### src/rtl/stat_pkg.sv
package stat_pkg;
    localparam int FLAG_W   = 4;
    localparam int POS_Z    = 0;
    localparam int POS_C    = 1;
    localparam int POS_N    = 2;
    localparam int POS_V    = 3;
    localparam int POS_SLP  = 4;
    localparam int POS_GIE  = 5;
    localparam int POS_STEP = 6;
    localparam int POS_BKEN = 7;

    typedef enum logic [2:0] {
        CC_ALWAYS = 3'd0,
        CC_EQ     = 3'd1,
        CC_NE     = 3'd2,
        CC_GE     = 3'd3,
        CC_GT     = 3'd4,
        CC_LT     = 3'd5,
        CC_CS     = 3'd6,
        CC_VS     = 3'd7
    } cond_e;

    typedef struct packed {
        logic v;
        logic n;
        logic c;
        logic z;
    } flags_t;
endpackage

### src/rtl/sr_cond_eval.sv
module sr_cond_eval
    import stat_pkg::*;
(
    input  logic [2:0] cond,
    input  flags_t     flags,
    output logic       hit
);
    always_comb begin
        unique case (cond_e'(cond))
            CC_ALWAYS: hit = 1'b1;
            CC_EQ:     hit = flags.z;
            CC_NE:     hit = !flags.z;
            CC_GE:     hit = !flags.n;
            CC_GT:     hit = !flags.n && !flags.z;
            CC_LT:     hit = flags.n;
            CC_CS:     hit = flags.c;
            CC_VS:     hit = flags.v;
            default:   hit = 1'b0;
        endcase
    end
endmodule

### src/rtl/sr_state.sv
module sr_state
    import stat_pkg::*;
#(
    parameter int DATA_W = 32
) (
    input  logic              clk,
    input  logic              rst_n,
    input  logic              alu_flag_we,
    input  logic [FLAG_W-1:0] alu_flags,
    input  logic              wr_en,
    input  logic              wr_priv,
    input  logic [DATA_W-1:0] wr_data,
    input  logic              irq,
    input  logic              brk,
    input  logic              user_retire,
    output logic [DATA_W-1:0] word
);
    typedef struct packed {
        logic [DATA_W-1:0] word;
    } sr_t;

    sr_t st_d, st_q;

    logic in_user_q, step_q, bken_q;
    assign in_user_q = st_q.word[POS_GIE];
    assign step_q    = st_q.word[POS_STEP];
    assign bken_q    = st_q.word[POS_BKEN];

    always_comb begin
        st_d = st_q;
        if (wr_en) begin
            st_d.word = wr_data;
            if (!wr_priv) begin
                st_d.word[POS_STEP] = step_q;
                st_d.word[POS_BKEN] = bken_q;
            end
        end else if (alu_flag_we) begin
            st_d.word[FLAG_W-1:0] = alu_flags;
        end
        if (brk && !bken_q) begin
            st_d.word[POS_STEP] = 1'b1;
            st_d.word[POS_GIE]  = 1'b0;
        end else if (in_user_q && (irq || (user_retire && step_q))) begin
            st_d.word[POS_GIE]  = 1'b0;
            st_d.word[POS_STEP] = 1'b0;
            st_d.word[POS_SLP]  = 1'b0;
        end
    end

    always_ff @(posedge clk) begin
        if (!rst_n) st_q <= '0;
        else        st_q <= st_d;
    end

    assign word = st_q.word;

    assert_irq_enter_R7: assert property (@(posedge clk) disable iff (!rst_n)
        (irq && word[POS_GIE]) |=> (!word[POS_GIE] && !word[POS_SLP]));

    assert_step_done_R8: assert property (@(posedge clk) disable iff (!rst_n)
        (user_retire && word[POS_GIE] && word[POS_STEP] && !brk) |=> (!word[POS_GIE] && !word[POS_STEP]));

    assert_user_wr_keep_R5: assert property (@(posedge clk) disable iff (!rst_n)
        (wr_en && !wr_priv && !brk && !irq && !user_retire)
        |=> ($stable(word[POS_STEP]) && $stable(word[POS_BKEN])));

    assert_flag_only_R3: assert property (@(posedge clk) disable iff (!rst_n)
        (alu_flag_we && !wr_en && !brk && !irq && !user_retire)
        |=> (word[DATA_W-1:FLAG_W] == $past(word[DATA_W-1:FLAG_W])));

    assert_brk_trap_R10: assert property (@(posedge clk) disable iff (!rst_n)
        (brk && !word[POS_BKEN]) |=> (word[POS_STEP] && !word[POS_GIE]));
endmodule

### src/rtl/sr_mode_out.sv
module sr_mode_out (
    input  logic slp,
    input  logic gie,
    input  logic bken,
    input  logic brk,
    output logic user_mode,
    output logic sleeping,
    output logic halted,
    output logic dbg_halt
);
    always_comb begin
        user_mode = gie;
        sleeping  = slp && gie;
        halted    = slp && !gie;
        dbg_halt  = brk && bken;
    end

    assert_sleep_excl_R11: assert final (!(sleeping && halted));
endmodule

### src/rtl/status_flags_unit.sv
module status_flags_unit
    import stat_pkg::*;
#(
    parameter int DATA_W = 32
) (
    input  logic              clk,
    input  logic              rst_n,
    input  logic              alu_flag_we,
    input  logic [3:0]        alu_flags,
    input  logic              wr_en,
    input  logic              wr_priv,
    input  logic [DATA_W-1:0] wr_data,
    input  logic              irq,
    input  logic              brk,
    input  logic              user_retire,
    input  logic [2:0]        cond,
    output logic [DATA_W-1:0] sr_word,
    output logic              cond_true,
    output logic              user_mode,
    output logic              sleeping,
    output logic              halted,
    output logic              dbg_halt
);
    flags_t cur_flags;

    sr_state #(.DATA_W(DATA_W)) u_state (
        .clk(clk), .rst_n(rst_n),
        .alu_flag_we(alu_flag_we), .alu_flags(alu_flags),
        .wr_en(wr_en), .wr_priv(wr_priv), .wr_data(wr_data),
        .irq(irq), .brk(brk), .user_retire(user_retire),
        .word(sr_word)
    );

    assign cur_flags = flags_t'(sr_word[FLAG_W-1:0]);

    sr_cond_eval u_cond (
        .cond(cond), .flags(cur_flags), .hit(cond_true)
    );

    sr_mode_out u_mode (
        .slp(sr_word[POS_SLP]), .gie(sr_word[POS_GIE]),
        .bken(sr_word[POS_BKEN]), .brk(brk),
        .user_mode(user_mode), .sleeping(sleeping),
        .halted(halted), .dbg_halt(dbg_halt)
    );

    assert_always_true_R2: assert property (@(posedge clk) disable iff (!rst_n)
        (cond == 3'd0) |-> cond_true);

    assert_debug_keep_R9: assert property (@(posedge clk) disable iff (!rst_n)
        (dbg_halt && !wr_en && !alu_flag_we && !irq && !user_retire) |=> $stable(sr_word));
endmodule

### config.mk
export PLATFORM = sky130hd
export DESIGN_NAME = status_flags_unit
export DESIGN_NICKNAME = d
export VERILOG_FILES = /design/src/rtl/stat_pkg.sv /design/src/rtl/sr_cond_eval.sv /design/src/rtl/sr_state.sv /design/src/rtl/sr_mode_out.sv /design/src/rtl/status_flags_unit.sv
export SDC_FILE = /design/constraint.sdc
export NUM_CORES = 1
export LEC_CHECK = 0
export ABC_AREA = 1
export BUFFER_PORTS_ARGS = -buffer_cell sky130_fd_sc_hd__buf_2
export CAP_MARGIN = 40
export CORE_ASPECT_RATIO = 0.7
export CORE_MARGIN = 8
export CORE_UTILIZATION = 42
export DETAILED_ROUTE_END_ITERATION = 12
export GPL_TIMING_DRIVEN = 0
export MAX_ROUTING_LAYER = met4
export PLACE_DENSITY = 0.79
export SLEW_MARGIN = 10
export SYNTH_ARGS = -nofsm -noshare
export SYNTH_HDL_FRONTEND = slang
export SYNTH_SLANG_ARGS = --single-unit
### constraint.sdc
create_clock -name clk -period 1.08 [get_ports clk]
set_input_delay 0 -clock clk [delete_from_list [all_inputs] [get_ports clk]]
set_output_delay 0 -clock clk [all_outputs]
set_load 0.005 [all_outputs]
# Word level (Yosys, flattened, before mapping)
# Cells that the tools add are included.
dict set report classes {
  add_sub_neg 0
  n_div 0
  order_cmp 0
  reduce_logical 19
  muxes 8
  mul 0
  n_eq_ne 7
  bitwise 1
  n_shift 0
}
# operator count
set ops {}
lappend ops {{$eq 3x3->1 const B} 4}
lappend ops {{$mux 4} 2}
lappend ops {{$pmux 1 s8} 1}
lappend ops {{$logic_and 1x1->1} 7}
lappend ops {{$eq 3x2->1 const B} 2}
lappend ops {{$mux 3} 2}
lappend ops {{$reduce_bool 3->1} 2}
lappend ops {{$logic_not 1->1} 4}
lappend ops {{$reduce_and 2->1} 2}
lappend ops {{$eq 3x1->1 const B} 1}
lappend ops {{$logic_not 3->1} 1}
lappend ops {{$reduce_or 3->1} 1}
lappend ops {{$mux 1} 2}
lappend ops {{$mux 2} 1}
lappend ops {{$reduce_bool 2->1} 1}
lappend ops {{$logic_or 1x1->1} 1}
lappend ops {{$not 1->1} 1}
dict set report word_totals {
  output_inout_bits 37
  mem_bits_rw 0
  register_bits 32
  memories 0
  latch_bits 0
  elab_cells 41
  romBits 0
  in_bits 47
}

# Logic depth before layout (Yosys ltp)
dict set report depth {
  depth_word 5
  mapped_depth 6
  mapped_depth_nobuf 5
}

# Modules after synthesis
# From an unflattened synthesis, not the netlist that was laid out.
dict set report hier_totals {
  hier_cells 196
  area_unflattened_um2 1368.8
}
# mod cells_each area_per_inst_um2 instances seq_area_each_um2
set by_module_without_submodules {}
lappend by_module_without_submodules {sr_state 166 1246.2 1 640.6}
lappend by_module_without_submodules {sr_cond_eval 23 90.1 1 0.0}
lappend by_module_without_submodules {sr_mode_out 7 32.5 1 0.0}

# Worst setup path after synthesis
# Ideal clock, no wire load.
dict set report synth_path {
  path_type {flip-flop to flip-flop}
  from {register u_state.st_q, in the netlist u_state.word[6]}
  to {register u_state.st_q, in the netlist u_state.word[4]}
  path_stages_with_launch 6
  t_required_ps 967
  synth_period_minus_slack_ps 764
  path_slack_ps 316
  arrival_time_ps 651
  path_cell_list {dfxtp_1 -> nand2_1 -> nand2_1 -> nand2_1 -> o21ai_1 -> inv_1}
}
dict set report synth_via {
  elab_chain_cells 5
}
# element line
set synth_lines {}
lappend synth_lines {{from (decl)} sr_state.sv:22} ;# sr_t st_d, st_q;
lappend synth_lines {{from (signal assigned)} sr_state.sv:52} ;# else st_q <= st_d;
lappend synth_lines {{$logic_and 1x1->1} sr_state.sv:43} ;# end else if (in_user_q && (irq || (user_retire && step_q))) begin
lappend synth_lines {{$logic_or 1x1->1} sr_state.sv:43}
lappend synth_lines {{$logic_and 1x1->1} sr_state.sv:43}
lappend synth_lines {{$mux 3} sr_state.sv:43}
lappend synth_lines {{$mux 1} sr_state.sv:40} ;# if (brk && !bken_q) begin
# No other way between the ends.
# A chain may end at the register's enable or synchronous reset.

# Final worst setup path
dict set report layout_path {
  from {register u_state.st_q, in the netlist u_state.word[0]}
  to {output cond_true}
}
dict set report layout_via {
  elab_chain_cells 3
}
# element line
set layout_lines {}
lappend layout_lines {{$logic_not 1->1} {sr_cond_eval.sv:12, sr_cond_eval.sv:14}}
lappend layout_lines {{$logic_and 1x1->1} sr_cond_eval.sv:14} ;# CC_GT: hit = !flags.n && !flags.z;
lappend layout_lines {{$pmux 1 s8 (*)} sr_cond_eval.sv:9} ;# unique case (cond_e'(cond))
lappend layout_lines {{to (decl)} status_flags_unit.sv:18} ;# output logic cond_true,
# Every way passes the cells marked *; elsewhere a longest branch is shown, timed or not.

==> results.md <==
* Setup Slack @ Placement at 0.2410 ns
* Area grow syn2layout at 59.48%
* Routed WL at 4.523 mm
* Post-CTS Setup Inserts at 0
* WS Path Type: reg -> out
* Synth warnings at 0
* CTS Buf Count at 5
* Top cell type's share of synthesized area at 47.81%
* Inserted Diodes at 0
* CTS clk-pin slew, worst paths at 0.06 ns
* RSZ-0062 raised after global routing: yes
* Die X-Extent at 83.51 um
* GRT Total Usage at 16.85%
* Gr ovfl total at 0
* Leak pwr at 1.183 nW
* Buf+Inv Stages, Crit Path at 1
* Number of vias in the routed layout at 1617
* Power Internal at 0.002048 W
* Vias in the first global route at 1569
* DPL Wire Length at 3.101 mm
* Worst-margin pin slew at 0.4460 ns
* DR iter-0 viols at 83
* Synthesized instance count at 194
* CTS tree: yes
* Worst path slowest cell: dfxtp_2
* Final Cell Area at 2137 um2
* Port Buffers at 83
* H-tree levels at 2
* Fin nets at 355
* Post-Synthesis Cell Area at 1340 um2
* Final hold vios at 0
* Psw at 0.0006785 W
* Share of the yosys chip area belonging to registers at 47.81%
* CTS root buffer: clkbuf_8
* IO Count at 84
* Initial Util at 43.15%
* CP most frequent cell: nand2_1
* Fin crit share at 96.31%
* Synth Flop Type: dfxtp_1
* Final setup fails at 0
* Startpoint Class: register
* Max reg flops at 32
* Remaining DRCs at 0
* WL per Instance at 13.03 um
* Distinct cells, synth at 15
* Placeable core area at 3105 um2
* Row Count at 17
* CTS Sinks at 32
* Minimum period implied by the final worst setup slack at 1.040 ns
* Fin worst setup slack at 0.03987 ns
* Rel. slew slack at 70.27%
* Top cell family by delay on the critical path: flip-flops
* Clock share of power at 33.7%
* Share of layout cells above drive strength 1 at 33.33%
* Die Height at 63.26 um
* Synth area leader: dfxtp_1
* Largest cells by area after synthesis: dfxtp_1 (48%), nor2_1 (16%), nand2_1 (9.8%), o21ai_0 (9.7%), nand3_1 (5.2%)
* Cell breakdown of the critical path: nor2_1 > nand2_1 > nand2_1 > nand2_1 > nand3_1 > buf_2
* FFs w/ async S/R, synth at 0%
* 1st-pass router iterations at 4
* Post-synth EDFFs at 0
* Via density at 4.660
* Number of max-cap violations at 0
* DIE AREA at 5283 um2
* First-pass GRT wire length at 7.176 mm
* Crit end category: primary output
* Most common cell in the synthesized netlist: nor2_1
* Power per cell area at 1276 nW/um2
* Ranking of synthesized cells by instance count: nor2_1 (56), nand2_1 (35), dfxtp_1 (32)
* Post-Syn Nets at 241
* Worst-path maximum fanout at 5
* Comb pwr share at 18.4%
* Sequential share of power at 48.0%
* Placed Area at 1803 um2
* Max rail drop VDD at 0.0009766 V
* CP required at 1.08 ns
* Post-synthesis sequential element count at 32
* Hold WC Path Type: in -> reg
* Skew-Pair Late Insertion Delay at 0.27 ns
* Critical Path Max Stage Delay at 0.34 ns
* Peak Freq at 961.4 MHz
* Skew final at 0.0007490 ns
* Layout fillers at 273
* Largest net degree at the start of global routing at 11
* GPL Wtd Cong at 0.8077
* Worst Path Arrival at 1.04 ns
* Post-Route Utilization at 68.82%
* Longest Clk Path Bufs at 2
* Fin. max-slew vios at 0
* Syn_area_per_cell at 6.907 um2
* Sw Share at 24.89%
* Status: completed
* Initial antenna violation count at 0
* Post-route ant nets at 0
## worst register-to-register path, stage by stage (launching register included)
cell and delay (ns):
dfxtp_1 0.35, inv_1 0.06, nand2_1 0.10, inv_1 0.06
o21ai_1 0.13, inv_1 0.04
## cell type report
type                    instances  area (um2)  share of cell area (%)
multi-input cells             134       559.3                   26.17
repair buffers                107       655.6                   30.68
clock buffers                   8       90.09                   4.215
flip-flops and latches         32       644.4                   30.15
well taps                      38       47.55                   2.225
plain buffers                  12       80.08                   3.747
inverters                      16       60.06                   2.810
## layer usage
layer	global-route usage (%)	routed length, um
met1	17.74	1938
met2	28.07	2155
met3	6.804	351
met4	6.223	78
met5	-	0
## path summary, 6_finish.rpt
check	from	endpoint	slack, ns	cells after the start
worst min-delay path	wr_data[1]	u_state.word[1]	0.02	5
worst max register to register	u_state.word[7]	u_state.word[4]	0.23	5
worst min register to register	u_state.word[18]	u_state.word[18]	0.50	2
worst max-delay path	u_state.word[0]	cond_true	0.04	6
## metrics by stage
step,power [W],std cells,hold slack [ns],TNS [ns]
floorplan,0.001529,194,0.07899,0
detailed placement,0.001759,315,0.2268,0
global route,0.002852,347,0.05738,-0.01016
finish,0.002726,347,0.01839,0
global placement,0.001750,315,0.2193,0
CTS,0.002747,347,0.01732,0
## timing repair
item | 4_1_cts | 5_1_grt
gates cloned | 0 | 0
hold buffers | 24 | 0
pin swaps | 0 | 4
endpoints found under the setup margin | 1 | 1
endpoints found under the hold margin | 24 | 0
resized for setup | 1 | 3
## power groups by stage
| stage | clock [W] | sequential (W) | combinational, W |
|---|---|---|---|
| 2_1_floorplan | 0 | 0.00134 | 0.000192 |
| 3_3_place_gp | 0 | 0.00133 | 0.000422 |
| 3_5_place_dp | 0 | 0.00133 | 0.000429 |
| 4_1_cts | 0.000943 | 0.00131 | 0.000499 |
| 5_1_grt | 0.000976 | 0.00132 | 0.000560 |
| 6_report | 0.000918 | 0.00131 | 0.000501 |
## cell usage in the layout, fill, tap and decap left out, drive strengths merged
cell	n
a21boi	1
inv	16
nor2	56
buf	91
a21oi	1
nand2	35
clkbuf	12
dlygate4sd3	24
dfxtp	32
nand3	14
o21ai	27
## cells by family (layout without fill, tap and decap cells)
family / after synthesis / in the layout / synth area share, %
flip-flops: 32 / 32 / 47.81
AO/OA/AOI/OAI: 29 / 29 / 11.02
AND/OR/NAND/NOR: 105 / 105 / 30.72
buffers and inverters: 28 / 143 / 10.46
No activity file was read; power rests on OpenSTA's default activity.
